$ cat src/rtl/pr_pkg.sv
package pr_pkg;
  typedef enum logic {POL_FOLLOW = 1'b0, POL_CLAMP = 1'b1} pr_policy_e;

  typedef struct packed {
    logic oop;
    logic sap;
    logic lock;
    logic sync;
  } pr_status_t;
endpackage

$ cat src/rtl/pr_range_cmp.sv
module pr_range_cmp #(
  parameter int OW = 24,
  parameter int LW = 24
) (
  input  logic signed [OW-1:0] offset_i,
  input  logic        [LW-1:0] limit_i,
  output logic                 above_o,
  output logic                 below_o
);
  // guard bits keep -2^(OW-1) and -limit exact
  localparam int CW = ((OW > LW) ? OW : LW) + 2;

  logic signed [CW-1:0] ofs_x, lim_x, nlim_x;

  always_comb begin
    ofs_x   = CW'(offset_i);
    lim_x   = $signed({{(CW-LW){1'b0}}, limit_i});
    nlim_x  = -lim_x;
    above_o = ofs_x > lim_x;
    below_o = ofs_x < nlim_x;
  end
endmodule

$ cat src/rtl/pr_target_sel.sv
module pr_target_sel #(
  parameter int OW = 24,
  parameter int LW = 24
) (
  input  logic signed [OW-1:0] offset_i,
  input  logic        [LW-1:0] limit_i,
  input  logic                 ext_mode_i,
  input  pr_pkg::pr_policy_e   policy_i,
  input  logic                 above_i,
  input  logic                 below_i,
  output logic signed [OW-1:0] target_o
);
  localparam int CW = ((OW > LW) ? OW : LW) + 2;

  logic signed [CW-1:0] lim_x, nlim_x;

  always_comb begin
    lim_x  = $signed({{(CW-LW){1'b0}}, limit_i});
    nlim_x = -lim_x;
    // limit below 2^(OW-1) whenever it saturates, so truncation is exact
    if (!ext_mode_i)
      target_o = '0;
    else if (policy_i == pr_pkg::POL_CLAMP && above_i)
      target_o = lim_x[OW-1:0];
    else if (policy_i == pr_pkg::POL_CLAMP && below_i)
      target_o = nlim_x[OW-1:0];
    else
      target_o = offset_i;
  end
endmodule

$ cat src/rtl/pr_status_gen.sv
module pr_status_gen (
  input  logic               ext_mode_i,
  input  pr_pkg::pr_policy_e policy_i,
  input  logic               above_i,
  input  logic               below_i,
  input  logic               pullin_i,
  input  logic               lock_raw_i,
  input  logic               sync_raw_i,
  output pr_pkg::pr_status_t status_o
);
  always_comb begin
    status_o.oop  = ext_mode_i & (above_i | below_i);
    status_o.sap  = (policy_i == pr_pkg::POL_CLAMP) & status_o.oop;
    status_o.lock = lock_raw_i & ~pullin_i;
    status_o.sync = sync_raw_i & ~pullin_i;
  end
endmodule

$ cat src/rtl/pull_range_guard.sv
module pull_range_guard #(
  parameter int OW = 24,
  parameter int LW = 24
) (
  input  logic                 clk_i,
  input  logic                 rst_ni,
  input  logic signed [OW-1:0] offset_i,
  input  logic        [LW-1:0] limit_i,
  input  logic                 ext_mode_i,
  input  logic                 clamp_en_i,
  input  logic                 pullin_i,
  input  logic                 lock_raw_i,
  input  logic                 sync_raw_i,
  output logic                 oop_o,
  output logic                 sap_o,
  output logic signed [OW-1:0] target_o,
  output logic                 lock_o,
  output logic                 sync_o
);
  import pr_pkg::*;

  pr_policy_e          policy;
  logic                above, below;
  logic signed [OW-1:0] target_d, target_q;
  pr_status_t          status_d, status_q;

  assign policy = clamp_en_i ? POL_CLAMP : POL_FOLLOW;

  pr_range_cmp #(.OW(OW), .LW(LW)) u_cmp (
    .offset_i (offset_i),
    .limit_i  (limit_i),
    .above_o  (above),
    .below_o  (below)
  );

  pr_target_sel #(.OW(OW), .LW(LW)) u_sel (
    .offset_i   (offset_i),
    .limit_i    (limit_i),
    .ext_mode_i (ext_mode_i),
    .policy_i   (policy),
    .above_i    (above),
    .below_i    (below),
    .target_o   (target_d)
  );

  pr_status_gen u_stat (
    .ext_mode_i (ext_mode_i),
    .policy_i   (policy),
    .above_i    (above),
    .below_i    (below),
    .pullin_i   (pullin_i),
    .lock_raw_i (lock_raw_i),
    .sync_raw_i (sync_raw_i),
    .status_o   (status_d)
  );

  always_ff @(posedge clk_i or negedge rst_ni) begin
    if (!rst_ni) begin
      status_q <= '0;
      target_q <= '0;
    end else begin
      status_q <= status_d;
      target_q <= target_d;
    end
  end

  assign oop_o    = status_q.oop;
  assign sap_o    = status_q.sap;
  assign lock_o   = status_q.lock;
  assign sync_o   = status_q.sync;
  assign target_o = target_q;

  p_self_no_oop_r3: assert property (@(posedge clk_i) disable iff (!rst_ni)
    !$past(ext_mode_i) |-> !oop_o);

  p_sap_needs_oop_r4: assert property (@(posedge clk_i) disable iff (!rst_ni)
    sap_o |-> oop_o);

  p_follow_no_sap_r5: assert property (@(posedge clk_i) disable iff (!rst_ni)
    !$past(clamp_en_i) |-> !sap_o);

  p_clamp_at_limit_r7: assert property (@(posedge clk_i) disable iff (!rst_ni)
    sap_o |-> (target_o == $signed($past(limit_i[OW-1:0])) ||
               target_o == -$signed($past(limit_i[OW-1:0]))));

  p_self_zero_target_r8: assert property (@(posedge clk_i) disable iff (!rst_ni)
    !$past(ext_mode_i) |-> target_o == '0);

  p_pullin_mask_r9: assert property (@(posedge clk_i) disable iff (!rst_ni)
    $past(pullin_i) |-> (!lock_o && !sync_o));
endmodule

$ cat config.mk
export PLATFORM = sky130hd
export DESIGN_NAME = pull_range_guard
export DESIGN_NICKNAME = d
export VERILOG_FILES = /design/src/rtl/pr_pkg.sv /design/src/rtl/pr_range_cmp.sv /design/src/rtl/pr_target_sel.sv /design/src/rtl/pr_status_gen.sv /design/src/rtl/pull_range_guard.sv
export SDC_FILE = /design/constraint.sdc
export NUM_CORES = 1
export LEC_CHECK = 0
export BUFFER_PORTS_ARGS = -buffer_cell sky130_fd_sc_hd__clkbuf_2
export CAP_MARGIN = 0
export CORE_ASPECT_RATIO = 0.8
export CORE_UTILIZATION = 27
export DETAILED_ROUTE_END_ITERATION = 10
export GPL_TIMING_DRIVEN = 0
export SYNTH_ARGS = -nofsm -noshare
export SYNTH_HDL_FRONTEND = slang
export SYNTH_SLANG_ARGS = --single-unit
$ cat constraint.sdc
create_clock -name clk_i -period 1.05 [get_ports clk_i]
set_clock_uncertainty 0.15 [all_clocks]
set_input_delay 0.0525 -clock clk_i [delete_from_list [all_inputs] [get_ports clk_i]]
set_output_delay 0.0525 -clock clk_i [all_outputs]
set_load 0.005 [all_outputs]
==> impl_metrics.py, run 1 <==
metrics = {
    "outcome": {
        "status": "finished, violations left",
        "failed_checks": "hold timing, setup timing",
    },
    "grt": {
        "grt_pass1_wl_mm": 16.68,
        "grt_use_total_pct": 16.86,
        "antenna_found_initial": 0,
        "overflow": 0,
        "grt_max_degree": 29,
        "grt_pass1_vias": 3339,
    },
    "floorplanning": {
        "die_h_um": 99.90,
        "die_x_um": 124.4,
        "rows": 35,
        "fp.dieArea_um2": 12420,
        "ios": 83,
        "start_util_pct": 27.87,
        "coreArea_um2": 11600,
    },
    "route": {
        "drc": 0,
        "drtPass1Iterations": 5,
        "finalWirelength_mm": 10.67,
        "final_antenna_net_count": 0,
        "wl_per_cell_um": 16.54,
        "first_iter_violations": 159,
        "viasPerCell": 5.040,
        "vias": 3251,
    },
    "synthesis": {
        "ys_seq_elements": 28,
        "syn_nets": 474,
        "synthArstFlopShare_pct": 100.0,
        "synth_most_common_cell": "ha_1",
        "syn_area_um2": 3234,
        "synth_area_leaders": "dfrtp_1, ha_1, xnor2_1",
        "avgSynthCellArea_um2": 8.789,
        "synth_top_area_cell": "dfrtp_1",
        "ys_warn_count": 0,
        "netlist-cell-type-count": 56,
        "synth_ff_type": "dfrtp_1",
        "synthTopCellsByCount": "ha_1, inv_1, nand2_1, dfrtp_1, a21oi_1",
        "synthCells": 368,
        "synth_edf_count": 0,
        "synth_top_area_share_pct": 21.66,
        "yosysSeqAreaShare_pct": 21.66,
    },
    "placed_design": {
        "place_area_um2": 3892,
        "gp_congestion": 0.8629,
        "port_buffers": 82,
        "dp_hpwl_mm": 7.809,
        "dp_slack_ns": -3.046,
    },
    "cells_and_area": {
        "fin_area_um2": 4641,
        "nNetsFinal": 604,
        "ff_latch_area_um2": 700.7,
        "area_growth_syn_to_layout_pct": 43.48,
        "diodes": 0,
        "n_fill_cell": 1158,
        "multi_input_area_um2": 2507,
        "drive_above_1_share_pct": 37.63,
    },
    "flow_run": {
        "maxCapViolCount": 0,
    },
    "hold_path": {
        "min_path_type": "input port to async pin",
    },
    "worst_setup_path": {
        "cp_max_fo": 5,
        "critical_path_class": "input port to flip-flop",
        "critical_path.endpoint_type": "flip-flop",
        "start_kind": "input port",
        "worstPathRequired_ns": 1.10,
        "slowest_delay_ns": 0.31,
        "worst_path_max_delay_cell": "mux2_4",
        "worstPathArrival_ns": 3.49,
        "cp_cell_sequence": "buf_8, inv_4, ha_4, nor3b_4, and3_1, buf_6, and3_4, nand4_1, xnor2_2, ha_1, nand4_1, nor3_2, o21ai_1, o211ai_2, mux2i_4, buf_12, buf_6, mux2_4, o2bb2ai_2",
        "startpoint": "limit_i[0]",
    },
    "clock_tree": {
        "clock_sinks": 28,
        "clk_pin_slew_ns": 0.08,
        "cts_tree": "yes",
        "htreeDepth": 1,
        "cts.path.max_buffers": 2,
        "cts_inserted_buffers": 3,
        "clockRootBuffer": "clkbuf_16",
    },
    "sta": {
        "finalHoldWorstSlack_ns": -0.3148,
        "timing.final.ws_setup_ns": -2.388,
        "worst_pin_slew_ns": 0.9026,
        "setup_violations": 26,
        "slew_headroom_pct": 39.60,
        "period_share_pct": 327.5,
        "rsz0062_at_grt": "true",
        "fmax_ghz": 0.2908,
        "hold_violations": 31,
        "period_needed_ns": 3.438,
        "maxSlewViolCount": 0,
    },
    "power_and_ir_drop": {
        "power.density_nw_per_um2": 812.1,
        "ir_drop_v": 0.0005199,
        "p_leak_nw": 2.285,
    },
}
## sequential cells by signal, indices dropped and copies added, names as in the netlist
| signal | flops |
|---|---|
| target_o | 24 |
| lock_o | 1 |
| oop_o | 1 |
| sap_o | 1 |
| sync_o | 1 |
## final cells by class
cell class | count | area share (%)
clock buffers | 4 | 1.914
plain buffers | 8 | 1.429
well taps | 148 | 3.990
inverters | 41 | 3.640
multi-input cells | 287 | 54.03
repair buffers | 129 | 19.90
flip-flops and latches | 28 | 15.10
## final timing paths
path | to | slack, ns | depth (start not counted)
worst max-delay path | target_o[22] | -2.39 | 19
worst min-delay path | lock_o | -0.31 | 1
max in group asynchronous | target_o[23] | 0.59 | 1
min in group clk_i | target_o[9] | -0.03 | 3
## per-stage QoR
stage                     total power, mW  util (%)  std cells  setup TNS [ns]  hold WS (ns)
after floorplan                     1.983         -        368          -56.48       -0.3931
after global placement              2.464     33.54        598          -76.54      0.003661
after CTS                           3.726     38.11        636          -63.16       -0.2783
after global routing                4.004     39.99        645          -63.34       -0.2395
final                               3.769     39.99        645          -60.04       -0.3148
after detailed placement            2.500     33.54        598          -76.30       0.01504
## cell families after synthesis
group | share of synthesized area [%]
multiplexers | 9.362
AO/OA/AOI/OAI | 18.07
flip-flops | 21.66
adder cells (fa/ha/maj) | 19.73
AND/OR/NAND/NOR | 16.91
XOR/XNOR | 6.461
buffers and inverters | 7.814
## metal layers
metal / vias up / wire length (um) / part of all wire (%) / track usage [%]
met5: - / 0 / 0 / 0
met4: 0 / 244 / 2.3 / 5.746
met3: 19 / 635 / 6.0 / 3.518
met2: 105 / 4966 / 47 / 28.64
met1: 1541 / 4823 / 45 / 21.32
li1: 1586 / - / - / -
## layout by cell type (no fill, tap or decap), types with 8 or more instances in the layout
cell           instances
dlygate4sd3_1         22
a21oi_1               23
dfrtp_1               28
a21oi_2               11
mux2_4                11
o22ai_1                8
mux2i_1               10
clkbuf_2              76
ha_1                  49
xnor2_1               16
nand2_1               29
inv_1                 39
buf_6                  9
buf_4                 18
nor2_1                22
o21ai_0               14
## report_power, final
group,switching (mW),internal (mW)
combinational,0.833,0.748
sequential,0.0249,1.16
clock,0.414,0.586
total,1.27,2.50
## worst max-delay path: cells and delay by family
kind | cells | cell delay [ns]
buffers and inverters | 5 | 0.57
muxes | 2 | 0.61
and+or+nand+nor | 6 | 1.08
AOI/OAI and AO/OA | 3 | 0.51
xor gates and xnor gates | 1 | 0.21
adders and majority gates | 2 | 0.43
## what timing repair did
action | in CTS | in global routing
pin swaps | 13 | 24
hold buffers | 21 | 1
cloned | 2 | 1
endpoints found under the hold margin | 49 | 29
buffers inserted | 13 | 11
setup endpoints to repair | 26 | 26
gates resized for setup | 26 | 41
Note: power is estimated with default switching activity, not from simulation.
==> inputs of run 2 (changes only) <==
==> constraint.sdc (replaced) <==
create_clock -name clk_i -period 3.8 [get_ports clk_i]
set_clock_uncertainty 0.15 [all_clocks]
set_input_delay 0.19 -clock clk_i [delete_from_list [all_inputs] [get_ports clk_i]]
set_output_delay 0.19 -clock clk_i [all_outputs]
set_load 0.005 [all_outputs]
==> run 2 against run 1 <==
  * The flow now finishes without violations
  * Core utilization decreased by 2.6 points
  * Worst hold slack improved by 0.33 ns
  * Sequential power decreased by 72%
  * Cell count decreased by 2.8%
  * Non-clock buffer count decreased by 18
  * Worst setup slack improved by 2.4 ns
  * Combinational power decreased by 75%
  * Global-route usage decreased by 0.14 points
  * Sequential cell count unchanged
  * Critical endpoint unchanged
  * Largest cell class unchanged
  * Largest power group unchanged
  * Highest routed layer unchanged
==> impl_metrics.py, run 2 (synthesis results as in run 1) <==
metrics = {
    "outcome": {
        "status": "complete, no violations",
    },
    "sta": {
        "period_needed_ns": 3.741,
        "maxSlewViolCount": 0,
        "setup_tns_ns": 0,
        "rsz0062_at_grt": "true",
        "fmax_ghz": 0.2673,
        "slew_headroom_pct": 36.17,
        "finalHoldWorstSlack_ns": 0.01698,
        "period_share_pct": 98.45,
        "hold_violations": 0,
        "worst_pin_slew_ns": 0.9539,
        "setup_violations": 0,
    },
    "hold_path": {
        "min_path_type": "input port to flip-flop",
    },
    "power_and_ir_drop": {
        "p_total_mw": 1.013,
        "power.density_nw_per_um2": 233.2,
        "ir_drop_v": 0.0001773,
        "power.share.switching_pct": 34.01,
        "pwr-share-seq_pct": 32.4,
        "comb_power_share_pct": 39.6,
        "p_leak_nw": 2.182,
        "p_clk_share_pct": 28.0,
        "internal_power_mw": 0.6685,
        "p_sw_mw": 0.3445,
    },
    "cells_and_area": {
        "final_cell_mix": "clkbuf_2, ha_1, inv_1",
        "final_common_cell": "clkbuf_2",
        "nNetsFinal": 586,
        "area_growth_syn_to_layout_pct": 34.27,
        "fin_area_um2": 4343,
        "largest_reg_flops": 24,
        "fin_util_pct": 37.42,
        "diodes": 0,
        "drive_above_1_share_pct": 36.12,
    },
    "placed_design": {
        "dp_hpwl_mm": 7.816,
        "place_area_um2": 3830,
        "gp_congestion": 0.8766,
        "port_buffers": 82,
    },
    "clock_tree": {
        "cts_tree": "yes",
        "htreeDepth": 1,
        "clk_pin_slew_ns": 0.09,
        "clock_sinks": 28,
        "clockRootBuffer": "clkbuf_16",
        "cts_inserted_buffers": 3,
        "cts.path.max_buffers": 2,
    },
    "floorplanning": {
        "ios": 83,
        "die_x_um": 124.4,
        "die_h_um": 99.90,
        "fp.dieArea_um2": 12420,
        "coreArea_um2": 11600,
        "rows": 35,
        "start_util_pct": 27.87,
    },
    "route": {
        "drc": 0,
        "wl_per_cell_um": 16.29,
        "viasPerCell": 5.026,
        "final_antenna_net_count": 0,
        "vias": 3151,
        "first_iter_violations": 168,
        "drtPass1Iterations": 4,
        "finalWirelength_mm": 10.21,
    },
    "grt": {
        "grt_pass1_wl_mm": 16.30,
        "grt_pass1_vias": 3209,
        "overflow": 0,
        "grt_use_total_pct": 16.72,
        "grt_max_degree": 29,
        "antenna_found_initial": 0,
    },
    "worst_setup_path": {
        "critical_path.endpoint_type": "flip-flop",
        "cp_max_fo": 6,
        "start_kind": "input port",
        "worstPathArrival_ns": 3.79,
        "worstPathRequired_ns": 3.85,
        "startpoint": "limit_i[9]",
        "critical_path_class": "input port to flip-flop",
        "crit_path_end": "target_o[22]",
    },
    "flow_run": {
        "maxCapViolCount": 0,
    },
}
## run 2: changes by cell type in the layout (fill, tap and decap cells not counted), moves of 2 or more
cell           before  now
dlygate4sd3_1      22    4
a21oi_1            23   27
buf_4              18   22
a21oi_2            11    8
nand3_1             7   10
nand3_2             3    0
buf_2               4    2
mux2i_1            10   12
mux2i_2             2    0
o22ai_1             8   10
o22ai_2             2    0
## run 2: power by group through the flow
stage	combinational [mW]	sequential (mW)	clock, mW
4_1_cts	0.375	0.329	0.289
3_5_place_dp	0.348	0.335	0
2_1_floorplan	0.204	0.337	0
5_1_grt	0.444	0.331	0.302
3_3_place_gp	0.340	0.334	0
6_report	0.401	0.328	0.283
## run 2: how the worst min path moves through the flow
stage | startpoint | endpoint | slack (ns) | cells past startpoint
final | limit_i[5] | target_o[5] | 0.02 | 3
after global routing | limit_i[4] | target_o[4] | 0.05 | 3
after CTS | limit_i[4] | target_o[4] | 0.02 | 3
after detailed placement | rst_ni | target_o[12] | 0.16 | 1
after global placement | rst_ni | lock_o | 0.15 | 1
after floorplan | rst_ni | lock_o | -0.26 | 0
## run 2: routing by layer
layer  wire length [um]  vias up  GRT usage [%]
met5                  0        -              0
met4                167        0          5.653
met3                780       14          3.678
met2               4493      124          26.82
met1               4771     1478          22.26
li1                   -     1535              -
## run 2: area by class of cell
cell class	count	area, um2
timing repair buffer	108	670.6
sequential	28	700.7
multi-input combinational	287	2427
buffer	11	113.9
inverter	41	156.4
clock buffer	4	88.84
fill	1183	7262
tap	148	185.2
## run 2: metrics by stage
step,instances,setup slack [ns]
after floorplan,368,0.1377
after global placement,598,-0.6551
after detailed placement,598,-0.6843
after CTS,617,0.003386
after global routing,627,-0.08836
final,627,0.05901
## run 2: worst max-delay path, stage by stage
cell	delay, ns
buf_8	0.10
or3_4	0.39
nor3_4	0.26
and4_4	0.25
buf_6	0.13
nand4_4	0.12
xnor2_2	0.20
ha_1	0.34
buf_4	0.14
and4_1	0.18
a221oi_2	0.32
o211ai_2	0.22
mux2i_4	0.24
buf_6	0.16
buf_16	0.14
mux2_4	0.30
o2bb2ai_2	0.10
## run 2: timing repair
item / in CTS / in global routing
gates cloned: 2 / 0
gates resized for setup: 16 / 43
setup endpoints to repair: 25 / 26
setup buffers: 9 / 11
endpoints found under the hold margin: 30 / 0
pin swaps: 6 / 29
hold buffers: 4 / 0
